===== src/rtl/eac_pkg.sv =====
// Package eac_pkg
// Types shared by the end-around carry adder. Assumes nothing beyond
// the group generate/propagate pair each group reports to the carry net.
package eac_pkg;

    // Group-level carry terms: generate with carry-in 0, and all-propagate.
    typedef struct packed {
        logic gen;
        logic prop;
    } grp_gp_t;

endpackage : eac_pkg


===== src/rtl/eac_group.sv =====
// Module eac_group
// One slice of the adder. It conditionally inverts the second operand,
// then forms two conditional sums (carry-in 0 and carry-in 1) and the
// group generate/propagate terms. Assumes GW >= 1. Purely combinational.
module eac_group
    import eac_pkg::*;
#(
    parameter int GW = 32
) (
    input  logic [GW-1:0] op_x,
    input  logic [GW-1:0] op_y,
    input  logic          inv_y,
    output logic [GW-1:0] sum_c0,
    output logic [GW-1:0] sum_c1,
    output logic          cout_c1,
    output grp_gp_t       gp
);

    logic [GW-1:0] y_eff;
    logic [GW:0]   wide_c0;
    logic [GW:0]   wide_c1;

    // Operand conditioning: take the one's complement of y when subtracting.
    always_comb begin
        y_eff = inv_y ? ~op_y : op_y;
    end

    // Conditional sums for both carry-in values, with group terms.
    always_comb begin
        wide_c0  = {1'b0, op_x} + {1'b0, y_eff};
        wide_c1  = {1'b0, op_x} + {1'b0, y_eff} + {{GW{1'b0}}, 1'b1};
        sum_c0   = wide_c0[GW-1:0];
        sum_c1   = wide_c1[GW-1:0];
        cout_c1  = wide_c1[GW];
        gp.gen   = wide_c0[GW];
        gp.prop  = &(op_x ^ y_eff);
    end

endmodule : eac_group


===== src/rtl/eac_carry_net.sv =====
// Module eac_carry_net
// Builds the carry into each group from the group generate/propagate
// terms. The carry out of the top group wraps back into group 0 when
// wrap_en is set. The wrap is taken from the carry with carry-in 0, so
// there is no loop: when every group propagates, the wrap stays 0, which
// is the correct choice for equal operands. Assumes NG >= 2.
module eac_carry_net
    import eac_pkg::*;
#(
    parameter int NG = 4
) (
    input  grp_gp_t [NG-1:0] gp,
    input  logic             wrap_en,
    output logic [NG-1:0]    grp_cin,
    output logic             top_cout,
    output logic             all_prop
);

    logic [NG:0]   conv_c;
    logic [NG-1:0] prop_pre;
    logic          wrap_c;

    // Conventional group carries with carry-in 0, plus running propagate.
    always_comb begin
        conv_c[0]   = 1'b0;
        prop_pre[0] = 1'b1;
        for (int i = 0; i < NG; i++) begin
            conv_c[i+1] = gp[i].gen | (gp[i].prop & conv_c[i]);
        end
        for (int i = 1; i < NG; i++) begin
            prop_pre[i] = prop_pre[i-1] & gp[i-1].prop;
        end
    end

    // End-around term: top carry-out fed back only in subtract mode.
    always_comb begin
        top_cout = conv_c[NG];
        wrap_c   = wrap_en & conv_c[NG];
        all_prop = prop_pre[NG-1] & gp[NG-1].prop;
    end

    // Group carry-in: conventional carry, or wrap carry through lower groups.
    always_comb begin
        for (int i = 0; i < NG; i++) begin
            grp_cin[i] = conv_c[i] | (prop_pre[i] & wrap_c);
        end
    end

endmodule : eac_carry_net


===== src/rtl/eac_select.sv =====
// Module eac_select
// Final sum selection. Each group carry picks one of the two conditional
// sums, and the whole word is complemented when the subtract result must
// be flipped to a magnitude. Purely combinational.
module eac_select #(
    parameter int GW = 32,
    parameter int NG = 4,
    localparam int W = GW * NG
) (
    input  logic [W-1:0]  sums_c0,
    input  logic [W-1:0]  sums_c1,
    input  logic [NG-1:0] grp_cin,
    input  logic          flip,
    output logic [W-1:0]  sum_sel
);

    for (genvar g = 0; g < NG; g++) begin : g_sel
        // Per-group multiplexer followed by conditional complement.
        always_comb begin
            sum_sel[g*GW +: GW] = (grp_cin[g] ? sums_c1[g*GW +: GW]
                                              : sums_c0[g*GW +: GW])
                                  ^ {GW{flip}};
        end
    end

endmodule : eac_select


===== src/rtl/eac_mag_adder.sv =====
// Module eac_mag_adder
// Top of the end-around carry magnitude adder. Add mode gives a + b with
// a carry-out. Subtract mode gives |a - b| and a negative flag, all in one
// pass. Assumes WIDTH is a multiple of GROUPS. With OUT_REG=1 the outputs
// are registered, with a synchronous active-low reset; with OUT_REG=0 they
// are combinational.
module eac_mag_adder
    import eac_pkg::*;
#(
    parameter int WIDTH   = 128,
    parameter int GROUPS  = 4,
    parameter bit OUT_REG = 1'b1
) (
    input  logic             clk,
    input  logic             rst_n,
    input  logic [WIDTH-1:0] a,
    input  logic [WIDTH-1:0] b,
    input  logic             sub,
    output logic [WIDTH-1:0] result,
    output logic             negative,
    output logic             carry_out
);

    localparam int GW = WIDTH / GROUPS;

    logic [WIDTH-1:0]    sums_c0;
    logic [WIDTH-1:0]    sums_c1;
    logic [GROUPS-1:0]   cout_c1;
    grp_gp_t [GROUPS-1:0] gp;
    logic [GROUPS-1:0]   grp_cin;
    logic                top_cout;
    logic                all_prop;
    logic                flip;
    logic [WIDTH-1:0]    core_res;
    logic                core_neg;
    logic                core_co;

    for (genvar g = 0; g < GROUPS; g++) begin : g_grp
        eac_group #(.GW(GW)) i_grp (
            .op_x    (a[g*GW +: GW]),
            .op_y    (b[g*GW +: GW]),
            .inv_y   (sub),
            .sum_c0  (sums_c0[g*GW +: GW]),
            .sum_c1  (sums_c1[g*GW +: GW]),
            .cout_c1 (cout_c1[g]),
            .gp      (gp[g])
        );
    end

    eac_carry_net #(.NG(GROUPS)) i_cnet (
        .gp       (gp),
        .wrap_en  (sub),
        .grp_cin  (grp_cin),
        .top_cout (top_cout),
        .all_prop (all_prop)
    );

    // Complement when subtracting and the wrap carry is absent (b >= a).
    always_comb begin
        flip = sub & ~top_cout;
    end

    eac_select #(.GW(GW), .NG(GROUPS)) i_sel (
        .sums_c0 (sums_c0),
        .sums_c1 (sums_c1),
        .grp_cin (grp_cin),
        .flip    (flip),
        .sum_sel (core_res)
    );

    // Flags: negative only for a strict b > a; carry-out only in add mode.
    always_comb begin
        core_neg = sub & ~top_cout & ~all_prop;
        core_co  = ~sub & top_cout;
    end

    if (OUT_REG) begin : g_oreg
        // Output register with synchronous active-low reset.
        always_ff @(posedge clk) begin
            if (!rst_n) begin
                result    <= '0;
                negative  <= 1'b0;
                carry_out <= 1'b0;
            end else begin
                result    <= core_res;
                negative  <= core_neg;
                carry_out <= core_co;
            end
        end
    end else begin : g_comb
        // Pass-through when no output stage is wanted.
        always_comb begin
            result    = core_res;
            negative  = core_neg;
            carry_out = core_co;
        end
    end

endmodule : eac_mag_adder


===== config.mk =====
export PLATFORM = sky130hd
export DESIGN_NAME = eac_mag_adder
export DESIGN_NICKNAME = d
export VERILOG_FILES = /design/src/rtl/eac_pkg.sv /design/src/rtl/eac_group.sv /design/src/rtl/eac_carry_net.sv /design/src/rtl/eac_select.sv /design/src/rtl/eac_mag_adder.sv
export SDC_FILE = /design/constraint.sdc
export NUM_CORES = 1
export LEC_CHECK = 0
export BUFFER_PORTS_ARGS = -buffer_cell sky130_fd_sc_hd__buf_2
export CAP_MARGIN = 15
export CORE_MARGIN = 1.5
export CORE_UTILIZATION = 48
export DETAILED_ROUTE_END_ITERATION = 16
export GPL_TIMING_DRIVEN = 0
export PLACE_DENSITY = 0.78
export SETUP_SLACK_MARGIN = 0.5
export SLEW_MARGIN = 30
export SYNTH_ARGS = -nofsm -noshare
export SYNTH_HDL_FRONTEND = slang
export SYNTH_SLANG_ARGS = --single-unit

===== constraint.sdc =====
create_clock -name clk -period 15.1 [get_ports clk]
set_input_delay 2.265 -clock clk [delete_from_list [all_inputs] [get_ports clk]]
set_output_delay 2.265 -clock clk [all_outputs]
set_load 0.005 [all_outputs]

* Word-level counts from Yosys, hierarchy flattened
Cells that the tools add are included.
** Word-level totals
- Flip-flop bits (word level) :: 130
- Output and inout port bits :: 130
- RAM bits :: 0
- Memory bits (read-only) :: 0
- Input bits :: 259
- Word-level logic and storage cells :: 57
- Bits in latches :: 0
- Memories :: 0
** Operators by class
- Equal/unequal tests :: 0
- Shift operators :: 0
- Divide/modulo/power cells :: 0
- Add/subtract/negate cells :: 8
- Reduce and logical (&&, ||, !) cells :: 4
- Muxes and demuxes :: 8
- Multipliers :: 0
- Bitwise gates (word level) :: 34
- Magnitude comparators :: 0
** Operator list (number)
- 32-bit two-way mux :: 8
- 32-bit bitwise XOR :: 8
- 32-bit by 32-bit adder with 33-bit output :: 4
- 32-bit by 1-bit adder with 32-bit output, second input constant :: 4
- 32-bit NOT :: 4
- 32-bit AND reduction :: 4
- 1-bit AND :: 13
- 1-bit OR :: 6
- 1-bit NOT :: 3

* Longest topological paths before layout
- Word-level depth :: 15
- Mapped depth :: 20

* Cells and area by module
From an unflattened synthesis, not the netlist that was laid out.
** Second synthesis, totals
- Cell total of the unflattened synthesis :: 2317
- Area, all modules :: 18891.9 sq um
** Modules (own cells, without submodules)
- eac_mag_adder :: times used 1, sequential area each 2602.5 sq um, cells an instance 275, area an instance 3517.1 sq um
- eac_group at g_grp[1].i_grp :: times used 1, sequential area each 0.0 sq um, cells an instance 467, area an instance 3392.0 sq um
- eac_group at g_grp[3].i_grp :: times used 1, sequential area each 0.0 sq um, cells an instance 462, area an instance 3299.4 sq um
- eac_group at g_grp[2].i_grp :: times used 1, sequential area each 0.0 sq um, cells an instance 433, area an instance 3161.8 sq um
- eac_group at g_grp[0].i_grp :: times used 1, sequential area each 0.0 sq um, cells an instance 376, area an instance 2716.4 sq um
- eac_select :: times used 1, sequential area each 0.0 sq um, cells an instance 286, area an instance 2712.6 sq um
- eac_carry_net :: times used 1, sequential area each 0.0 sq um, cells an instance 18, area an instance 92.6 sq um

* Worst setup path before layout
No wires, ideal clock.
- Kind :: input-to-reg
- Start :: input port sub
- End :: register result[63]
- Library setup time :: 0.115 ns
- Path slack :: 8.496 ns
- Path buffers :: 3
- Stages on the path :: 18
- Arrival :: 6.489 ns
- Path through :: clkbuf_1 -> clkbuf_1 -> buf_1 -> xor2_1 -> ha_1 -> inv_1 -> fa_1 -> nand2b_1 -> a21oi_2 -> o22ai_1 -> o41ai_4 -> a211oi_2 -> o31ai_2 -> o2111ai_2 -> nor4_4 -> nor3b_2 -> xnor2_1 -> and2_1
** On the way
- Longest elaborated chain between the ends :: 14
- Elaborated cells between the ends (all ways) :: 30
- Those cells by class :: add/sub (5); mux (5); bitwise (16); reduce/logical (4)
** Ends and longest elaborated chain
- start, declared :: line eac_mag_adder.sv:18 : input logic sub,
- branches (longest 13 deep; another with 32-bit by 32-bit adder with 33-bit output)
- 32-bit bitwise XOR (*) :: line eac_select.sv:22 : ^ {GW{flip}};
- end signal, assigned :: line eac_mag_adder.sv:85 : result <= core_res;
- end, declared :: line eac_mag_adder.sv:19 : output logic [WIDTH-1:0] result,
Every way passes the cells marked *.
A chain may end at the register's enable or synchronous reset.

* Worst setup path after layout
- Start :: input port sub
- End :: register result[50]
Same word-level chain as after synthesis.

==> impl_metrics.json <==
{
  "path_class": "input pin to flip-flop",
  "syn_nets": 2522,
  "num_antenna_cells": 0,
  "power_per_cell_area_nw_per_um2": 111,
  "yosysWarningCount": 0,
  "grt_start_max_net_pins": 17,
  "layout.filler_cells": 3203,
  "cts_num_sinks": 130,
  "postCtsHoldBufs": 0,
  "area_growth_pct": 18.6,
  "clock_tree.buffer_depth": 2,
  "num_vias": 17610,
  "synth_enable_flop_cells": 0,
  "maxClockFrequency_mhz": 120,
  "post-synth-top-area-fraction_pct": 15.7,
  "vertical_extent_of_the_die_um": 189,
  "post_synth_most_frequent_cells": "sky130_fd_sc_hd__xnor2_1, sky130_fd_sc_hd__xor2_1, sky130_fd_sc_hd__a21oi_1",
  "holdCritPathClass": "input pin to flip-flop",
  "detail_route.wirelength_mm": 59.3,
  "synth_most_common_cell": "sky130_fd_sc_hd__xnor2_1",
  "cell_rows": 67,
  "max_cap_violations": 0,
  "avgRoutedWirePerCell_um": 19.8,
  "dr.first_iter.drc_count": 1237,
  "ctsResizeCount": 0,
  "yosys.area.top_type": "sky130_fd_sc_hd__dfxtp_1",
  "track_usage_pct": 32.2,
  "status": "finished, final reports clean",
  "setup.worst_path.end_class": "flip-flop",
  "drive_gt1_share_pct": 20.5,
  "antenna_found_initial": 0,
  "io_pins": 389,
  "post_cts.repair.setup_buffers": 0,
  "cts_max_level": 4,
  "layout.nets": 2928,
  "avgSynthCellArea_um2": 7.79,
  "cp_slowest_cell": "sky130_fd_sc_hd__clkbuf_1",
  "hpwl_dp_mm": 48.8,
  "dpl-instance-area_um2": 19100,
  "required_ps": 15440,
  "drt-vias-per-instance": 5.88,
  "synth_top_flop_cell": "sky130_fd_sc_hd__dfxtp_1",
  "rsz_0062_raised_after_global_routing": "no",
  "ys_ff_latch": 130,
  "synth.top_cells.by_area": "sky130_fd_sc_hd__dfxtp_1, sky130_fd_sc_hd__xnor2_1, sky130_fd_sc_hd__ha_1, sky130_fd_sc_hd__xor2_1, sky130_fd_sc_hd__a21oi_1",
  "hold_start": "rst_n",
  "tritoncts_clock_tree": "built",
  "cts_buf_count": 17,
  "dieWidth_um": 189,
  "cp.arrival_ps": 8670,
  "final_cell_area_um2": 19600,
  "cp-endpoint": "result[50]",
  "area_of_the_core_um2": 33800,
  "detail_route.drc_violations": 0,
  "area_of_the_die_um2": 35600,
  "initial_utilization_pct": 49.1,
  "grt_overflow_total": 0,
  "synth_cell_type_count": 97,
  "leakage_nw": 8.70,
  "synth_area_um2": 16600,
  "final_period_minus_worst_setup_slack_ps": 8330,
  "drt_pass1_iterations": 5,
  "portion_of_the_clock_cycle_consumed_by_the_worst_path_in_the_final_layout_pct": 55.1,
  "drt.antenna.violating_nets": 0,
  "synthCells": 2127,
  "tightest_slew_ps": 1030,
  "ir_worst_vdd_uv": 93.8,
  "worstSetupStartpoint": "sub",
  "crit_chain": "buf_2 -> clkbuf_1 -> clkbuf_1 -> buf_1 -> xor2_1 -> ha_1 -> nand4_1 -> or3_1 -> nor4_1 -> nand3_1 -> a21oi_1 -> o2111ai_2 -> nor3_1 -> nand3_1 -> xnor2_1 -> and2_1",
  "grt_first_pass_wirelength_mm": 90.2,
  "fin_ws_ps": 6770,
  "cp_max_fo": 10,
  "synth_sequential_area_ratio_pct": 15.7,
  "report.final.hold_viol_count": 0,
  "finalSetupTns_ps": 0,
  "slowest_delay_ps": 820,
  "gp_routability_congestion": 0.981,
  "root_buffer": "sky130_fd_sc_hd__clkbuf_16",
  "numPortBuffers": 387,
  "timing.critical_path.from_type": "input pin",
  "postSynth.asyncResetShare_pct": 0,
  "final_max_slew_viol_count": 0,
  "detailedPlace.worstSlack_ps": 6610,
  "core_util_final_pct": 58.2,
  "timing.slew.headroom_pct": 31.1,
  "grt_pass1_vias": 16631,
  "clk_transition_reported_paths_ps": 70,
  "setup_violations": 0
}
==> worst max-delay path: cells and delay by family <==
kind                     cells  cell delay [ps]
AND/OR/NAND/NOR              7             2500
buffers and inverters        4             2160
AO/OA/AOI/OAI                2              940
XOR/XNOR                     2              420
adder cells (fa/ha/maj)      1              370
==> cell type report <==
cell class,instances,area [um^2],share of cell area (%)
Multi-Input combinational cell,1860,13400,68.1
Timing Repair Buffer,387,1940,9.86
Sequential cell,130,2600,13.2
Clock buffer,17,425,2.17
Tap cell,448,561,2.85
Buffer,100,454,2.31
Clock inverter,15,150,0.764
Inverter,37,139,0.707
==> metrics by stage <==
step	power (W)	hold WS (ps)	std cells
CTS	0.00217	2280	2994
global placement	0.00172	2640	2962
floorplan	0.00136	2550	2127
detailed placement	0.00174	2640	2962
finish	0.00219	2300	2994
global route	0.00233	2320	2994
==> logic make-up (layout without fill, tap and decap cells) <==
| logic type | Yosys count | count (layout) | synth area share [%] |
|---|---|---|---|
| adder cells (fa/ha/maj) | 136 | 136 | 10.5 |
| multiplexers | 8 | 8 | 0.498 |
| flip-flops | 130 | 130 | 15.7 |
| buffers and inverters | 137 | 556 | 3.56 |
| XOR/XNOR | 404 | 404 | 21.4 |
| AO/OA/AOI/OAI | 547 | 547 | 22.1 |
| AND/OR/NAND/NOR | 765 | 765 | 26.3 |
==> worst min-delay path by stage <==
stage,end,slack [ps],cells after the start
finish,result[65],2300,3
CTS,result[65],2280,3
detailed placement,result[16],2640,1
global route,result[65],2320,3
global placement,result[108],2640,1
floorplan,carry_out,2550,0
==> report_power, final <==
| group | switching, W | leakage (nW) | total (W) | internal [W] |
|---|---|---|---|---|
| Clock | 0.000194 | 0.275 | 0.000426 | 0.000231 |
| Sequential | 0.0000366 | 1.08 | 0.000470 | 0.000433 |
| Combinational | 0.000749 | 7.34 | 0.00129 | 0.000546 |
| Total | 0.000980 | 8.70 | 0.00219 | 0.00121 |
==> routing by layer <==
| metal | wire, um | GRT usage [%] | share of wire, % | vias up |
|---|---|---|---|---|
| li1 | - | - | - | 8544 |
| met1 | 25700 | 41.0 | 43 | 8199 |
| met2 | 27800 | 55.0 | 47 | 760 |
| met3 | 3890 | 4.36 | 6.6 | 107 |
| met4 | 2010 | 12.4 | 3.4 | 0 |
| met5 | 0 | 0 | 0 | - |
==> cell usage in the layout, fill, tap and decap left out, types with 15 or more instances in the layout <==
cell type                   synthesis  routed
sky130_fd_sc_hd__and3b_1           26      26
sky130_fd_sc_hd__nand3_1           93      93
sky130_fd_sc_hd__a21oi_1          157     157
sky130_fd_sc_hd__dfxtp_1          130     130
sky130_fd_sc_hd__inv_1             37      37
sky130_fd_sc_hd__clkbuf_16          0      17
sky130_fd_sc_hd__o21bai_1          15      15
sky130_fd_sc_hd__nor2_1           103     103
sky130_fd_sc_hd__nand2_1          130     130
sky130_fd_sc_hd__buf_2             30     419
sky130_fd_sc_hd__o21ai_0          107     107
sky130_fd_sc_hd__and3_1            51      51
sky130_fd_sc_hd__o31ai_1           15      15
sky130_fd_sc_hd__a31oi_1           18      18
sky130_fd_sc_hd__a211oi_1          22      22
sky130_fd_sc_hd__or3_1             24      24
sky130_fd_sc_hd__nand4_1           53      53
sky130_fd_sc_hd__xnor2_1          231     231
sky130_fd_sc_hd__and4_1            20      20
sky130_fd_sc_hd__o211ai_1          21      21
sky130_fd_sc_hd__a21o_1            49      49
sky130_fd_sc_hd__nor2b_1           18      18
sky130_fd_sc_hd__clkbuf_1          47      47
sky130_fd_sc_hd__nand2b_1          16      16
sky130_fd_sc_hd__xor2_1           173     173
sky130_fd_sc_hd__nor3_1            43      43
sky130_fd_sc_hd__and2_1           120     120
sky130_fd_sc_hd__o21a_1            24      24
sky130_fd_sc_hd__ha_1             132     132
==> registers in the layout (all words and copies together), names as in the netlist <==
register / count
result: 128
negative: 1
carry_out: 1
Power figures use the tool's default switching activity.
